`config.mk`:
```
export PLATFORM = sky130hd
export DESIGN_NAME = i2c_boot_loader
export DESIGN_NICKNAME = d
export VERILOG_FILES = /design/src/rtl/i2c_boot_pkg.sv /design/src/rtl/i2c_boot_tick.sv /design/src/rtl/i2c_boot_sync.sv /design/src/rtl/i2c_boot_lines.sv /design/src/rtl/i2c_boot_seq.sv /design/src/rtl/i2c_boot_loader.sv
export SDC_FILE = /design/constraint.sdc
export NUM_CORES = 1
export LEC_CHECK = 0
export BUFFER_PORTS_ARGS = -buffer_cell sky130_fd_sc_hd__buf_2
export CAP_MARGIN = 30
export CORE_MARGIN = 4
export CORE_UTILIZATION = 50
export CTS_BUF_LIST = sky130_fd_sc_hd__clkbuf_4 sky130_fd_sc_hd__clkbuf_8
export DETAILED_ROUTE_END_ITERATION = 8
export PLACE_DENSITY = 0.74
export SLEW_MARGIN = 5
export SYNTH_ARGS = -nofsm -noshare
export SYNTH_HDL_FRONTEND = slang
export SYNTH_HIERARCHICAL = 1
export SYNTH_SLANG_ARGS = --single-unit
export TNS_END_PERCENT = 1
```
`constraint.sdc`:
```
create_clock -name clk -period 2.8 [get_ports clk]
set_input_delay 0.14 -clock clk [delete_from_list [all_inputs] [get_ports clk]]
set_output_delay 0.14 -clock clk [all_outputs]
set_load 0.005 [all_outputs]
```
`src/rtl/i2c_boot_pkg.sv`:
```
package i2c_boot_pkg;

  typedef enum logic [1:0] {
    BK_START,
    BK_STOP,
    BK_WR,
    BK_RD
  } bit_kind_e;

  typedef enum logic [3:0] {
    ST_BEGIN,
    ST_DEVW,
    ST_WORD,
    ST_RSTART,
    ST_DEVR,
    ST_DATA,
    ST_STOP,
    ST_ABORT,
    ST_DONE,
    ST_FAIL
  } seq_state_e;

  typedef struct packed {
    logic scl_low;
    logic sda_low;
  } line_drv_t;

  // Quarter 0: SCL goes low, SDA held. Quarter 1: SDA takes its new value.
  // Quarters 2 and 3: SCL released; Start/Stop move SDA entering quarter 3.
  function automatic line_drv_t quarter_drive(bit_kind_e kind, logic [1:0] q,
                                              logic wbit, logic sda_prev);
    line_drv_t d;
    d.scl_low = (q < 2'd2);
    d.sda_low = sda_prev;
    if (q != 2'd0) begin
      case (kind)
        BK_START: d.sda_low = (q == 2'd3);
        BK_STOP:  d.sda_low = (q != 2'd3);
        BK_WR:    d.sda_low = ~wbit;
        default:  d.sda_low = 1'b0;
      endcase
    end
    return d;
  endfunction

endpackage

```
`src/rtl/i2c_boot_tick.sv`:
```
module i2c_boot_tick #(
  parameter int QTR = 500
) (
  input  logic clk,
  input  logic rst,
  output logic tick_o
);
  localparam int CW = (QTR > 1) ? $clog2(QTR) : 1;
  localparam logic [CW-1:0] LAST = CW'(QTR - 1);

  logic [CW-1:0] cnt;

  always_ff @(posedge clk) begin
    if (rst || cnt == LAST) cnt <= '0;
    else                    cnt <= cnt + CW'(1);
  end

  assign tick_o = (cnt == LAST);
endmodule

```
`src/rtl/i2c_boot_sync.sv`:
```
module i2c_boot_sync #(
  parameter int WIDTH = 2
) (
  input  logic             clk,
  input  logic             rst,
  input  logic [WIDTH-1:0] async_i,
  output logic [WIDTH-1:0] sync_o
);
  logic [WIDTH-1:0] meta;

  always_ff @(posedge clk) begin
    if (rst) begin
      meta   <= '1;
      sync_o <= '1;
    end else begin
      meta   <= async_i;
      sync_o <= meta;
    end
  end
endmodule

```
`src/rtl/i2c_boot_lines.sv`:
```
module i2c_boot_lines
  import i2c_boot_pkg::*;
(
  input  logic      clk,
  input  logic      rst,
  input  logic      active_i,
  input  bit_kind_e kind_i,
  input  logic [1:0] quarter_i,
  input  logic      wbit_i,
  output logic      scl_low_o,
  output logic      sda_low_o
);
  line_drv_t nxt;

  always_comb begin
    nxt = quarter_drive(kind_i, quarter_i, wbit_i, sda_low_o);
    if (!active_i) nxt = '0;
  end

  always_ff @(posedge clk) begin
    if (rst) begin
      scl_low_o <= 1'b0;
      sda_low_o <= 1'b0;
    end else begin
      scl_low_o <= nxt.scl_low;
      sda_low_o <= nxt.sda_low;
    end
  end

  // SDA is pulled low under a released SCL only as part of a Start bit
  assert_start_edge_R2: assert property (@(posedge clk) disable iff (rst)
    (!scl_low_o && !$past(scl_low_o) && $rose(sda_low_o)) |-> ($past(kind_i) == BK_START));

  // SDA is let go under a released SCL only as part of a Stop bit
  assert_stop_edge_R2: assert property (@(posedge clk) disable iff (rst)
    (!scl_low_o && !$past(scl_low_o) && $fell(sda_low_o)) |-> ($past(kind_i) == BK_STOP));
endmodule

```
`src/rtl/i2c_boot_seq.sv`:
```
module i2c_boot_seq
  import i2c_boot_pkg::*;
#(
  parameter int         NUM_BYTES = 16,
  parameter logic [6:0] DEV_ADDR  = 7'h50,
  parameter logic [7:0] WORD_ADDR = 8'h00,
  parameter int         IDX_W     = 4
) (
  input  logic             clk,
  input  logic             rst,
  input  logic             tick,
  input  logic             scl_s,
  input  logic             sda_s,
  output bit_kind_e        kind_o,
  output logic [1:0]       quarter_o,
  output logic             wbit_o,
  output logic             active_o,
  output logic [7:0]       data_o,
  output logic [IDX_W-1:0] index_o,
  output logic             valid_o,
  output logic             done_o,
  output logic             error_o
);
  localparam logic [IDX_W-1:0] LAST_IDX = IDX_W'(NUM_BYTES - 1);

  seq_state_e       state;
  logic [3:0]       bcnt;
  logic [1:0]       q;
  logic [7:0]       shreg;
  logic [7:0]       tx_byte;
  logic             nack;
  logic [IDX_W-1:0] idx;
  logic             bit_last;

  assign bit_last  = (bcnt == 4'd8);
  assign quarter_o = q;
  assign active_o  = (state != ST_DONE) && (state != ST_FAIL);

  always_comb begin
    tx_byte = 8'h00;
    kind_o  = BK_STOP;
    wbit_o  = 1'b1;
    case (state)
      ST_BEGIN, ST_RSTART: kind_o = BK_START;
      ST_DEVW, ST_WORD, ST_DEVR: begin
        if (state == ST_DEVW)      tx_byte = {DEV_ADDR, 1'b0};
        else if (state == ST_WORD) tx_byte = WORD_ADDR;
        else                       tx_byte = {DEV_ADDR, 1'b1};
        kind_o = bit_last ? BK_RD : BK_WR;
        wbit_o = tx_byte[~bcnt[2:0]];
      end
      ST_DATA: begin
        kind_o = bit_last ? BK_WR : BK_RD;
        wbit_o = (idx == LAST_IDX);
      end
      default: kind_o = BK_STOP;
    endcase
  end

  always_ff @(posedge clk) begin
    valid_o <= 1'b0;
    if (rst) begin
      state   <= ST_BEGIN;
      q       <= 2'd0;
      bcnt    <= 4'd0;
      shreg   <= 8'h00;
      nack    <= 1'b0;
      idx     <= '0;
      data_o  <= 8'h00;
      index_o <= '0;
      done_o  <= 1'b0;
      error_o <= 1'b0;
    end else if (tick && active_o) begin
      q <= q + 2'd1;
      if (q == 2'd2) begin
        nack <= sda_s | ~scl_s;
        if (state == ST_DATA && !bit_last) shreg <= {shreg[6:0], sda_s};
      end
      if (q == 2'd3) begin
        case (state)
          ST_BEGIN:  state <= ST_DEVW;
          ST_RSTART: state <= ST_DEVR;
          ST_DEVW, ST_WORD, ST_DEVR: begin
            if (bit_last) begin
              bcnt <= 4'd0;
              if (nack)                  state <= ST_ABORT;
              else if (state == ST_DEVW) state <= ST_WORD;
              else if (state == ST_WORD) state <= ST_RSTART;
              else                       state <= ST_DATA;
            end else begin
              bcnt <= bcnt + 4'd1;
            end
          end
          ST_DATA: begin
            if (bit_last) begin
              bcnt <= 4'd0;
              if (idx == LAST_IDX) state <= ST_STOP;
              else                 idx   <= idx + IDX_W'(1);
            end else begin
              bcnt <= bcnt + 4'd1;
              if (bcnt == 4'd7) begin
                valid_o <= 1'b1;
                data_o  <= shreg;
                index_o <= idx;
              end
            end
          end
          ST_STOP: begin
            state  <= ST_DONE;
            done_o <= 1'b1;
          end
          ST_ABORT: begin
            state   <= ST_FAIL;
            error_o <= 1'b1;
          end
          default: ;
        endcase
      end
    end
  end

  assert_flags_excl_R7: assert property (@(posedge clk) disable iff (rst)
    !(done_o && error_o));

  assert_done_hold_R7: assert property (@(posedge clk) disable iff (rst)
    done_o |=> done_o);

  assert_error_hold_R8: assert property (@(posedge clk) disable iff (rst)
    error_o |=> error_o);

  assert_valid_pulse_R6: assert property (@(posedge clk) disable iff (rst)
    valid_o |=> !valid_o);

  assert_index_range_R6: assert property (@(posedge clk) disable iff (rst)
    valid_o |-> (index_o <= LAST_IDX));

  assert_quiet_after_R9: assert property (@(posedge clk) disable iff (rst)
    (done_o || error_o) |-> !valid_o);
endmodule

```
`src/rtl/i2c_boot_loader.sv`:
```
module i2c_boot_loader
  import i2c_boot_pkg::*;
#(
  parameter int         CLK_HZ    = 100_000_000,
  parameter int         BIT_HZ    = 50_000,
  parameter int         NUM_BYTES = 16,
  parameter logic [6:0] DEV_ADDR  = 7'h50,
  parameter logic [7:0] WORD_ADDR = 8'h00,
  parameter int         QTR       = CLK_HZ / (4 * BIT_HZ),
  parameter int         IDX_W     = (NUM_BYTES > 1) ? $clog2(NUM_BYTES) : 1
) (
  input  logic             clk,
  input  logic             rst,
  input  logic             scl_i,
  input  logic             sda_i,
  output logic             scl_drive_low_o,
  output logic             sda_drive_low_o,
  output logic [7:0]       cfg_data_o,
  output logic [IDX_W-1:0] cfg_index_o,
  output logic             cfg_valid_o,
  output logic             done_o,
  output logic             error_o
);
  logic       tick;
  logic [1:0] line_s;
  bit_kind_e  kind;
  logic [1:0] quarter;
  logic       wbit;
  logic       active;

  i2c_boot_tick #(.QTR(QTR)) u_tick (
    .clk    (clk),
    .rst    (rst),
    .tick_o (tick)
  );

  i2c_boot_sync #(.WIDTH(2)) u_sync (
    .clk     (clk),
    .rst     (rst),
    .async_i ({scl_i, sda_i}),
    .sync_o  (line_s)
  );

  i2c_boot_seq #(
    .NUM_BYTES (NUM_BYTES),
    .DEV_ADDR  (DEV_ADDR),
    .WORD_ADDR (WORD_ADDR),
    .IDX_W     (IDX_W)
  ) u_seq (
    .clk       (clk),
    .rst       (rst),
    .tick      (tick),
    .scl_s     (line_s[1]),
    .sda_s     (line_s[0]),
    .kind_o    (kind),
    .quarter_o (quarter),
    .wbit_o    (wbit),
    .active_o  (active),
    .data_o    (cfg_data_o),
    .index_o   (cfg_index_o),
    .valid_o   (cfg_valid_o),
    .done_o    (done_o),
    .error_o   (error_o)
  );

  i2c_boot_lines u_lines (
    .clk       (clk),
    .rst       (rst),
    .active_i  (active),
    .kind_i    (kind),
    .quarter_i (quarter),
    .wbit_i    (wbit),
    .scl_low_o (scl_drive_low_o),
    .sda_low_o (sda_drive_low_o)
  );

  assert_idle_lines_R9: assert property (@(posedge clk) disable iff (rst)
    (done_o || error_o) |-> (!scl_drive_low_o && !sda_drive_low_o));
endmodule

```
==> metrics.csv <==
stage,metric,value,unit
power_and_ir_drop,pwr-share-seq,0.589,
route,first_iter_violations,106,
layout,antenna_cells,0,
worst_setup_path,required,3.03,ns
outcome,status,finished clean,
layout,area_delta_synth_final,10.3,%
die,num_rows,25,
synth,synth_edf_count,0,
sta,timing.final.hold_violations,0,
clocking,clockBufferDepth,2,
die,dieArea,6050,µm²
power_and_ir_drop,swShare,0.203,
worst_setup_path,crit_family,simple AND/OR/NAND/NOR gates,
sta,setup_viol,0,
power_and_ir_drop,p_int,0.00104,W
clocking,clk-insertion-delay-late,0.30,ns
power_and_ir_drop,ir_drop,377,µV
sta,period_share,0.831,
hold_path,hold_path_class,primary input to flop,
placement,dp.final_hpwl,2890,µm
worst_setup_path,endpoint_kind,flop,
clocking,root_buffer,clkbuf_8,
run,maxCapViolCount,0,
clocking,cts-buffers-inserted,5,
route,drt-total-wl,4100,µm
worst_setup_path,cp.buffers_inverters,0,
worst_setup_path,cp_slowest_cell,or4b_1,
layout,drive_above_1_share,0.151,
placement,io_buffers,20,
synth,synth_ff_type,dfxtp_1,
die,start_util,0.516,
clocking,post_cts_resized,0,
worst_setup_path,cp_cell_sequence,ha_1 -> nand4bb_1 -> nor2_1 -> nand2_1 -> a311o_1 -> or4b_1 -> a21oi_1,
clocking,cts_sinks,53,
synth,ys_ff_latch,53,
sta,skew,0.00943,ns
synth,synth_cell_types,58,
die,fp.dieH,77.8,µm
global_route,grt_pass1_vias,1673,
route,vias_per_cell,5.27,
sta,fmax,0.430,GHz
route,wl_per_cell,12.1,µm
global_route,grtUsageTotal,0.146,
layout,final_nets,282,
worst_setup_path,slowest_delay,0.48,ns
power_and_ir_drop,power_density,484,nW/µm²
global_route,grt_start_max_net_pins,51,
power_and_ir_drop,switchingPower,0.000264,W
global_route,grt_pass1_wl,7270,µm
worst_setup_path,critPathLaunchType,flop,
worst_setup_path,crit_fanout,5,
route,vias,1780,
die,die_w,77.8,µm
power_and_ir_drop,p_leak,1.00,nW
sta,rsz0062_at_grt,false,
sta,worst_pin_slew,0.750,ns
sta,finalCriticalPeriod,2.33,ns
die,pin_count,21,
synth,syn-num-nets,264,
worst_setup_path,arrival,2.55,ns
clocking,clk_pin_slew,0.09,ns
clocking,cts_max_level,2,
clocking,holdBufCountCts,0,
placement,globalplace.congestion,0.831,
power_and_ir_drop,clkPwrFrac,0.389,
sta,slew_headroom,0.500,
route,dr.pass1.iters,4,
global_route,antenna_found_initial,0,
sta,maxSlewViolCount,0,
placement,dp_cells,331,
route,drt_drc_violations_left,0,
synth,ys_seq_area_frac,0.436,
synth,avgSynthCellArea,9.63,µm²
clocking,cts_setup_buffers,0,
synth,synth_cells,253,
die,core-area,4720,µm²
synth,synth-async-reset-ratio,0,
power_and_ir_drop,combPwrFrac,0.022,
layout,nFillCells,424,
sta,tns,0,ns
worst_setup_path,path_class,flop to flop,
layout,instances_no_fill,338,
synth,netlist_area,2440,µm²
clocking,cts_tree,built,
route,antenna_left,0,
global_route,grt-ovfl-total,0,
synth,yosys_warnings,6,
==> layer usage <==
layer	track usage	up-vias	routed length, µm
li1	-	926	-
met1	0.180	817	1960
met2	0.243	32	1900
met3	0.0418	5	183
met4	0.0534	0	57
met5	0	-	0
==> final timing paths <==
| check | start | to | slack, ns | cells past startpoint |
|---|---|---|---|---|
| worst max-delay path | u_tick/cnt[0] | u_seq/state[1] | 0.47 | 7 |
| worst min-delay path | scl_i | u_sync/meta[1] | 0.02 | 2 |
| worst max register to register | u_tick/cnt[0] | u_seq/state[1] | 0.47 | 7 |
| worst min register to register | u_sync/meta[1] | u_sync/sync_o[1] | 0.42 | 1 |
==> state kept, by name, summed over array words and instances (netlist names), 2 cells and up <==
register	cells
u_seq/data_o	8
u_sync/meta	2
u_seq/idx	4
u_seq/index_o	4
u_seq/state	4
u_seq/quarter_o	2
u_seq/bcnt	4
u_tick/cnt	9
u_sync/sync_o	2
u_seq/shreg	8
==> per-stage QoR <==
| stage | instance area [µm²] | util | hold WS, ns | power, W | setup WS [ns] |
|---|---|---|---|---|---|
| global placement | 2580 | 0.546 | 0.319 | 0.000812 | 0.571 |
| CTS | 2690 | 0.569 | 0.0111 | 0.00132 | 0.466 |
| finish | 2690 | 0.569 | 0.0170 | 0.00130 | 0.473 |
| floorplan | 2440 | - | 0.212 | 0.000805 | 0.648 |
| global route | 2690 | 0.569 | 0.0136 | 0.00135 | 0.328 |
| detailed placement | 2580 | 0.546 | 0.333 | 0.000813 | 0.488 |
==> power groups by stage <==
stage           logic, W  clock network (W)  registers [W]
2_1_floorplan  0.0000231                  0       0.000782
3_3_place_gp   0.0000289                  0       0.000783
3_5_place_dp   0.0000291                  0       0.000784
4_1_cts        0.0000293           0.000522       0.000766
5_1_grt        0.0000332           0.000551       0.000767
6_report       0.0000283           0.000505       0.000766
==> cell usage after synthesis (2+ instances only) <==
cell type / count / share of area
xnor2_1: 4 / 0.014
a311oi_1: 2 / 0.0072
nand2_1: 6 / 0.0092
a31oi_1: 2 / 0.0051
nand4_1: 2 / 0.0051
ha_1: 7 / 0.036
inv_1: 11 / 0.017
a31o_2: 2 / 0.0072
a211o_1: 2 / 0.0072
nor3b_1: 2 / 0.0062
a21oi_1: 12 / 0.025
or3_1: 2 / 0.0051
nor2b_1: 5 / 0.013
or2_1: 4 / 0.010
buf_2: 3 / 0.0062
nand2b_1: 12 / 0.031
dfxtp_1: 53 / 0.44
o21ai_0: 7 / 0.014
nand3_1: 7 / 0.014
clkbuf_1: 5 / 0.0077
nor3_1: 3 / 0.0062
and4bb_1: 3 / 0.015
a211oi_1: 2 / 0.0062
mux2i_1: 25 / 0.10
nor2_1: 37 / 0.057
==> cell families after synthesis <==
| kind of cell | share of synthesized area |
|---|---|
| mux | 0.107 |
| compound gates | 0.123 |
| buf+inv | 0.0401 |
| fa+ha+maj | 0.0360 |
| flops | 0.436 |
| xor+xnor | 0.0180 |
| simple gates | 0.240 |
==> worst register-to-register path: cells and delay by family (launching register included) <==
family,cells,cell delay (ns)
flops,1,0.41
fa+ha+maj,1,0.21
simple gates,4,1.06
compound gates,2,0.56
==> area by class of cell <==
cell class	instances	area, µm²	area share
Multi-Input combinational cell	178	1280	0.476
Sequential cell	53	1060	0.395
Timing Repair Buffer	22	115	0.0429
Tap cell	67	83.8	0.0312
Clock buffer	5	68.8	0.0256
Inverter	11	41.3	0.0154
Clock inverter	2	38.8	0.0144
==> placed cells by master, fill, tap and decap left out, types with 3 or more instances in the layout <==
cell	netlist	final
a21oi_1	12	12
ha_1	7	7
inv_1	11	11
clkbuf_8	0	5
xnor2_1	4	4
nor2b_1	5	5
and4bb_1	3	3
o21ai_0	7	7
nor3_1	3	3
nand2b_1	12	12
buf_2	3	20
nand3_1	7	7
dfxtp_1	53	53
mux2i_1	25	25
nor2_1	37	37
or2_1	4	4
nand2_1	6	6
Power figures use the tool's default switching activity.
